File: src/rtl/uart_rx_pkg.sv
// Package: shared constants for the receive status/data registers.
// Assumes an 8-bit processor bus and characters of at most 9 bits.
package uart_rx_pkg;
    localparam int BUS_W  = 8;
    localparam int CHAR_W = BUS_W + 1;
    // status register bit positions (decoded by software)
    localparam int ST_RDY  = 7;
    localparam int ST_ERR  = 6;
    localparam int ST_TXE  = 5;
    localparam int ST_TIE  = 4;
    localparam int ST_RIE  = 3;
    localparam int ST_TX9  = 2;
    localparam int ST_RX9  = 1;

    typedef struct packed {
        logic rdy;
        logic err;
    } rx_flags_t;
endpackage

File: src/rtl/rx_hold_reg.sv
// Module: holding register for the last accepted character.
// Assumes the load strobe comes from the flag controller and is already qualified.
module rx_hold_reg #(
    parameter int CHAR_W = 9
) (
    input  logic              clk,
    input  logic              rst_n,
    input  logic              load,
    input  logic [CHAR_W-1:0] char_in,
    output logic [CHAR_W-1:0] held
);
    // capture a character when the controller accepts it
    always_ff @(posedge clk) begin
        if (!rst_n)    held <= '0;
        else if (load) held <= char_in;
    end

    assert_hold_only_on_load_R6: assert property (@(posedge clk) disable iff (!rst_n)
        !load |=> $stable(held));
endmodule

File: src/rtl/rx_flag_ctrl.sv
// Module: ready/error flag state and the read-status-then-read-data clear sequence.
// Assumes at most one bus access per cycle. A write cancels an armed clear.
module rx_flag_ctrl
    import uart_rx_pkg::*;
(
    input  logic      clk,
    input  logic      rst_n,
    input  logic      char_valid,
    input  logic      frame_err,
    input  logic      stat_rd,
    input  logic      data_rd,
    input  logic      any_wr,
    output rx_flags_t flags,
    output logic      load
);
    rx_flags_t armed;
    logic      set_rdy, set_err, clr_rdy, clr_err;

    // classify the arriving character against the current state
    always_comb begin
        set_rdy = 1'b0;
        set_err = 1'b0;
        if (char_valid && !flags.err) begin
            if (flags.rdy)      set_err = 1'b1;
            else if (frame_err) set_err = 1'b1;
            else                set_rdy = 1'b1;
        end
    end

    assign load    = set_rdy;
    assign clr_rdy = data_rd && !any_wr && armed.rdy;
    assign clr_err = data_rd && !any_wr && armed.err;

    // flag registers: a clear removes old state, a new event always wins
    always_ff @(posedge clk) begin
        if (!rst_n) begin
            flags <= '0;
        end else begin
            flags.rdy <= (flags.rdy && !clr_rdy) || set_rdy;
            flags.err <= (flags.err && !clr_err) || set_err;
        end
    end

    // arm on status read, drop on write or on the data read
    always_ff @(posedge clk) begin
        if (!rst_n)       armed <= '0;
        else if (any_wr)  armed <= '0;
        else if (stat_rd) armed <= flags;
        else if (data_rd) armed <= '0;
    end

    assert_good_char_sets_ready_R3: assert property (@(posedge clk) disable iff (!rst_n)
        char_valid && !frame_err && !flags.rdy && !flags.err |=> flags.rdy && !flags.err);
    assert_framing_sets_err_only_R4: assert property (@(posedge clk) disable iff (!rst_n)
        char_valid && frame_err && !flags.rdy && !flags.err |=> !flags.rdy && flags.err);
    assert_overrun_sets_err_R5: assert property (@(posedge clk) disable iff (!rst_n)
        char_valid && flags.rdy && !flags.err |=> flags.err);
    assert_err_blocks_ready_R6: assert property (@(posedge clk) disable iff (!rst_n)
        char_valid && flags.err |=> !$rose(flags.rdy));
    assert_ready_clear_needs_arm_R7: assert property (@(posedge clk) disable iff (!rst_n)
        $fell(flags.rdy) |-> $past(data_rd) && $past(armed.rdy));
    assert_write_blocks_clear_R8: assert property (@(posedge clk) disable iff (!rst_n)
        any_wr && flags.rdy |=> flags.rdy);
endmodule

File: src/rtl/rx_ctrl_reg.sv
// Module: writable control bits plus the registered transmit-empty flag.
// Assumes wr_stat is already decoded to the status address.
module rx_ctrl_reg (
    input  logic clk,
    input  logic rst_n,
    input  logic wr_stat,
    input  logic tie_in,
    input  logic rie_in,
    input  logic tx9_in,
    input  logic tx_empty_in,
    output logic txe,
    output logic tie,
    output logic rie,
    output logic tx9
);
    // software-written enable and ninth-bit fields
    always_ff @(posedge clk) begin
        if (!rst_n) begin
            tie <= 1'b0;
            rie <= 1'b0;
            tx9 <= 1'b0;
        end else if (wr_stat) begin
            tie <= tie_in;
            rie <= rie_in;
            tx9 <= tx9_in;
        end
    end

    // register the transmitter's empty indication
    always_ff @(posedge clk) begin
        if (!rst_n) txe <= 1'b1;
        else        txe <= tx_empty_in;
    end

    assert_txe_tracks_input_R12: assert property (@(posedge clk) disable iff (!rst_n)
        tx_empty_in |=> txe);
endmodule

File: src/rtl/uart_rx_status_regs.sv
// Module: top of the UART receive status/data register block.
// Decodes bus accesses, assembles the status byte and produces the gated
// receiver interrupt. Assumes single-cycle read and write strobes.
module uart_rx_status_regs
    import uart_rx_pkg::*;
#(
    parameter int ADDR_W    = 2,
    parameter int STAT_ADDR = 0,
    parameter int DATA_ADDR = 1
) (
    input  logic              clk,
    input  logic              rst_n,
    input  logic [ADDR_W-1:0] bus_addr,
    input  logic              bus_rd,
    input  logic              bus_wr,
    input  logic [BUS_W-1:0]  bus_wdata,
    output logic [BUS_W-1:0]  bus_rdata,
    input  logic              nine_bit_mode,
    input  logic              rx_char_valid,
    input  logic [CHAR_W-1:0] rx_char_data,
    input  logic              rx_frame_err,
    input  logic              tx_empty_in,
    output logic              rx_irq,
    output logic              tx_irq_en,
    output logic              tx_bit8
);
    logic              stat_sel, data_sel, stat_rd, data_rd, wr_stat, load;
    logic              txe, tie, rie, tx9;
    logic [CHAR_W-1:0] held;
    logic [BUS_W-1:0]  status;
    rx_flags_t         flags;
    logic              unused_wbits;

    assign stat_sel     = (bus_addr == ADDR_W'(STAT_ADDR));
    assign data_sel     = (bus_addr == ADDR_W'(DATA_ADDR));
    assign stat_rd      = bus_rd && stat_sel;
    assign data_rd      = bus_rd && data_sel;
    assign wr_stat      = bus_wr && stat_sel;
    assign unused_wbits = ^{bus_wdata[BUS_W-1:ST_TIE+1], bus_wdata[ST_RX9:0]};

    rx_flag_ctrl u_flags (
        .clk(clk), .rst_n(rst_n), .char_valid(rx_char_valid), .frame_err(rx_frame_err),
        .stat_rd(stat_rd), .data_rd(data_rd), .any_wr(bus_wr), .flags(flags), .load(load)
    );

    rx_hold_reg #(.CHAR_W(CHAR_W)) u_hold (
        .clk(clk), .rst_n(rst_n), .load(load), .char_in(rx_char_data), .held(held)
    );

    rx_ctrl_reg u_ctrl (
        .clk(clk), .rst_n(rst_n), .wr_stat(wr_stat),
        .tie_in(bus_wdata[ST_TIE]), .rie_in(bus_wdata[ST_RIE]), .tx9_in(bus_wdata[ST_TX9]),
        .tx_empty_in(tx_empty_in), .txe(txe), .tie(tie), .rie(rie), .tx9(tx9)
    );

    // assemble the status byte from its fields
    always_comb begin
        status         = '0;
        status[ST_RDY] = flags.rdy;
        status[ST_ERR] = flags.err;
        status[ST_TXE] = txe;
        status[ST_TIE] = tie;
        status[ST_RIE] = rie;
        status[ST_TX9] = tx9;
        status[ST_RX9] = nine_bit_mode && held[CHAR_W-1];
    end

    // read data multiplexer
    always_comb begin
        if (stat_rd)      bus_rdata = status;
        else if (data_rd) bus_rdata = held[BUS_W-1:0];
        else              bus_rdata = '0;
    end

    assign rx_irq    = (flags.rdy || flags.err) && rie;
    assign tx_irq_en = tie;
    assign tx_bit8   = tx9;

    assert_irq_when_flag_R10: assert property (@(posedge clk) disable iff (!rst_n)
        (flags.rdy || flags.err) && rie |-> rx_irq);
    assert_irq_quiet_when_empty_R10: assert property (@(posedge clk) disable iff (!rst_n)
        !flags.rdy && !flags.err |-> !rx_irq);
    assert_data_changes_from_empty_R6: assert property (@(posedge clk) disable iff (!rst_n)
        !$stable(held) |-> $past(!flags.rdy && !flags.err));
endmodule

File: config.mk
export PLATFORM = sky130hd
export DESIGN_NAME = uart_rx_status_regs
export DESIGN_NICKNAME = d
export VERILOG_FILES = /design/src/rtl/uart_rx_pkg.sv /design/src/rtl/rx_hold_reg.sv /design/src/rtl/rx_flag_ctrl.sv /design/src/rtl/rx_ctrl_reg.sv /design/src/rtl/uart_rx_status_regs.sv
export SDC_FILE = /design/constraint.sdc
export NUM_CORES = 1
export LEC_CHECK = 0
export BUFFER_PORTS_ARGS = -buffer_cell sky130_fd_sc_hd__buf_2
export CORE_ASPECT_RATIO = 0.9
export CORE_MARGIN = 4
export CORE_UTILIZATION = 50
export CTS_BUF_LIST = sky130_fd_sc_hd__clkbuf_8
export CTS_CLUSTER_SIZE = 10
export DETAILED_ROUTE_END_ITERATION = 6
export PLACE_DENSITY = 0.93
export SETUP_SLACK_MARGIN = 0.4
export SYNTH_ARGS = -nofsm -noshare
export SYNTH_HDL_FRONTEND = slang
export SYNTH_SLANG_ARGS = --single-unit
File: constraint.sdc
create_clock -name clk -period 2.95 [get_ports clk]
set_input_delay 0.295 -clock clk [delete_from_list [all_inputs] [get_ports clk]]
set_output_delay 0.295 -clock clk [all_outputs]
set_load 0.02 [all_outputs]
### Yosys cells after proc, flatten, opt, wreduce, memory -nomap -nowiden

Index checks and enable logic that the tools add are counted.

| word-level totals | value |
|---|---|
| register bits after elaboration | 17 |
| word-level logic and storage cells | 42 |
| output and inout port bits | 11 |

| cells by class | value |
|---|---|
| multiplexer cells | 10 |
| bitwise operators | 1 |
| equality and inequality tests | 1 |
| reductions and logical operators | 21 |

Operators with widths:

| cell | number |
|---|---|
| $mux 8 | 2 |
| $logic_and 1x1->1 | 11 |
| $mux 1 | 6 |
| $logic_not 1->1 | 4 |
| $mux 2 | 2 |
| $logic_or 1x1->1 | 3 |
| $eq 2x1->1 const B | 1 |
| $logic_not 2->1 | 1 |
| $reduce_bool 2->1 | 1 |
| $reduce_or 2->1 | 1 |
| $not 1->1 | 1 |

### Depth between registers and ports, before layout

| depth | value |
|---|---|
| depth in word-level cells | 7 |
| depth in mapped cells | 4 |
| depth with buffers taken out | 3 |

### Hierarchy

From an unflattened synthesis, not the netlist that was laid out.

| unflattened totals | value |
|---|---|
| cell total of the unflattened synthesis | 82 |
| area, all modules | 824.5 µm² |

Modules (own cells, without submodules):

| module | cells an instance | sequential area each (µm²) | area each (µm²) | times used |
|---|---|---|---|---|
| rx_hold_reg | 28 | 180.2 | 337.8 | 1 |
| rx_flag_ctrl | 18 | 80.1 | 183.9 | 1 |
| uart_rx_status_regs | 25 | 0.0 | 167.7 | 1 |
| rx_ctrl_reg | 11 | 80.1 | 135.1 | 1 |

### Worst setup path after synthesis

No wires, ideal clock.

| timing | value |
|---|---|
| path type | input -> output |
| from | in bus_addr[0] |
| to | out bus_rdata[1] |
| required time | 2.655 ns |
| data arrival time | 0.996 ns |
| cell stages on the path | 3 |
| path slack | 1.659 ns |
| path through | buf_2 -> nand3b_1 -> a21oi_1 |

| on the way | value |
|---|---|
| cells in the longest elaborated chain, start to end | 4 |
| elaborated cells between the ends (all ways) | 6 |

RTL lines:

| element | RTL line | RTL |
|---|---|---|
| start, declared | uart_rx_status_regs.sv:13 | `input logic [ADDR_W-1:0] bus_addr,` |
| $eq 2x1->1 | uart_rx_status_regs.sv:35 | `assign data_sel = (bus_addr == ADDR_W'(DATA_ADDR));` |
| $logic_and 1x1->1 | uart_rx_status_regs.sv:37 | `assign data_rd = bus_rd && data_sel;` |
| $mux 8 | uart_rx_status_regs.sv:71 | `else if (data_rd) bus_rdata = held[BUS_W-1:0];` |
| $mux 8 * | uart_rx_status_regs.sv:70 | `if (stat_rd) bus_rdata = status;` |
| end, declared | uart_rx_status_regs.sv:17 | `output logic [BUS_W-1:0] bus_rdata,` |

Every way passes the cells marked *; elsewhere a longest branch is shown, timed or not.

### Worst setup path after layout

| timing | value |
|---|---|
| from | reg u_flags.flags[1] (netlist name) |
| to | out bus_rdata[7] |

| on the way | value |
|---|---|
| cells in the longest elaborated chain, start to end | 1 |

RTL lines:

| element | RTL line |
|---|---|
| $mux 8 | uart_rx_status_regs.sv:70 |

Every way passes these cells.

==> results.yml <==
synthesis:
  synth_area_leaders: "dfxtp_1 (42%), mux2i_1 (11%), nand2_1 (9.3%), a21boi_1 (8.4%), nor2_1 (4.2%)"
  synth_async_sr_flop_share_pct: 0
  synth_seq_cells: 17
  yosysMostFrequentCell: "nand2_1"
  netlist_area_um2: 805
  syn_nets: 117
  yosysTopAreaCell: "dfxtp_1"
  synth_cell_types: 21
  netlist_instances: 90
  synth.yosys.seq_area_share_pct: 42.3
  yosysWarnings: 0
  synth_top_cell_area_share_pct: 42.3
  avgSynthCellArea_um2: 8.94
  synth_commonest_cells: "nand2_1 (20), dfxtp_1 (17), a21boi_1 (9), mux2i_1 (9), nor2_1 (9)"
  synth_flop_cell: "dfxtp_1"
  synth_edf_count: 0
die:
  die_y_um: 46.1
  dieArea_um2: 2320
  initial_utilization_pct: 54.4
  core_area_um2: 1480
  rows: 13
  io_pins: 38
  die_x_um: 50.3
detailed_routing:
  drt-total-wl_um: 1860
  drt-pass1-iter-count: 4
  antenna_left: 0
  vias_per_cell: 5.06
  avgRoutedWirePerCell_um: 12.9
  first_iter_violations: 2
  drc: 0
  routed-via-count: 728
clock_tree:
  cts_tree: "yes"
  htreeDepth: 1
  ctsHoldBuffers: 0
  clk_pin_slew_ps: 70
  insertion_delay_ps: 250
  cts-root-buf: "clkbuf_8"
  cts_sinks: 17
  numCtsBuffers: 3
  cts_setup_buffers: 0
  post_cts_resized: 0
  cts_max_path_buffers: 2
sta:
  tns_ps: 0
  period_needed_ps: 1550
  drv_slew: 0
  worst_pin_slew_ps: 569
  fmax_ghz: 0.644
  setup_viol: 0
  final.setup_skew_ps: 4.38
  timing.slew.headroom_pct: 61.9
  hold_violations: 0
  period_share_pct: 52.6
  rsz0062_at_grt: "false"
  layout_setup_ws_ps: 1400
critical_path:
  cp_slowest_cell: "dfxtp_1"
  worstPathMaxFanout: 6
  critical_path_class: "reg -> out"
  crit_path_start_kind: "flip-flop"
  crit_required_ps: 2650
  crit_family: "flip-flops"
  path_buf_inv: 1
  cp.arrival_ps: 1260
  cp_cell_sequence: "nor2b_1 -> a21oi_1 -> nor2_1 -> buf_2"
  max_stage_delay_ps: 460
  critical_path.endpoint_type: "primary output"
cells_and_area:
  nets: 150
  drive_gt1_share_pct: 31.1
  fin_cells: 144
  antennaDiodeCount: 0
  syn_to_final_growth_pct: 25.8
  finalInstanceArea_um2: 1010
global_routing:
  overflow: 0
  antenna_found_initial: 0
  grt_pass1_wl_um: 3130
  grt_start_max_net_pins: 17
  first_global_vias: 735
  gr-usage-all-layers_pct: 17.9
pwr:
  power.leakage_nw: 0.452
  ir_worst_vdd_uv: 302
  powerDensity_nw_per_um2: 478
place:
  placed_area_um2: 967
  routabilityCongestion: 0.737
  post-dp-hpwl_um: 1360
  port_buffers: 32
  dp_cells: 140
  pre_cts_ws_ps: 1510
worst_hold_path:
  hold_path_class: "in -> reg"
job:
  cap_violations: 0
run_status:
  status: "complete, no violations"
## per-stage QoR
step,total power (W),utilization [%],hold slack (ps)
finish,0.000484,68.4,221
global route,0.000504,68.4,229
CTS,0.000486,68.4,220
detailed placement,0.000318,65.3,432
global placement,0.000316,65.3,423
floorplan,0.000293,-,368
## where the power goes
part | total (W) | internal [W] | switching [W]
Clock | 0.000171 | 0.0000924 | 0.0000785
Combinational | 0.0000653 | 0.0000316 | 0.0000337
Sequential | 0.000248 | 0.000240 | 0.00000818
Total | 0.000484 | 0.000364 | 0.000120
## worst paths after layout
path,endpoint,start,slack [ps],cells past startpoint
setup reg to reg,u_hold.held[3],u_flags.flags[0],1530,3
hold / removal,u_ctrl.txe,tx_empty_in,220,2
hold reg to reg,u_flags.flags[0],u_flags.armed[0],440,1
setup / recovery,bus_rdata[7],u_flags.flags[1],1400,4
## cells by family (layout without fill, tap and decap cells)
logic type	count (synthesis)	after routing	synth area share (%)
and+or+nand+nor	42	42	28.0
AOI/OAI and AO/OA	18	18	15.4
DFF	17	17	42.3
muxes	9	9	11.2
buffers and inverters	4	36	3.11
## metal layers
metal	vias up	GRT usage [%]	part of all wire, %
li1	368	-	-
met1	329	18.7	40
met2	26	32.8	51
met3	5	4.85	6.9
met4	0	10.5	2.0
met5	-	0	0
## flip-flops by register name, summed over array words and instances (netlist names)
| name | flops |
|---|---|
| u_ctrl.rie | 1 |
| u_ctrl.tie | 1 |
| u_ctrl.tx9 | 1 |
| u_ctrl.txe | 1 |
| u_flags.armed | 2 |
| u_flags.flags | 2 |
| u_hold.held | 9 |
## cell usage in the layout, fill, tap and decap left out, drive strengths merged, types with 3 or more instances in the layout
cell type and instances:
buf 32, nand2 20, dfxtp 17, a21boi 10, nor2 9, mux2i 9, nor2b 5, nand2b 3
a21oi 3, o21a 3, clkbuf 3
## final cells by class
type	instances	area, µm²
fillers	129	468
multi-input cells	69	439
flip-flops and latches	17	340
repair buffers	32	160
clock buffers	3	41.3
well taps	22	27.5
clock inverters	1	3.75
(Power assumes the default switching activity.)
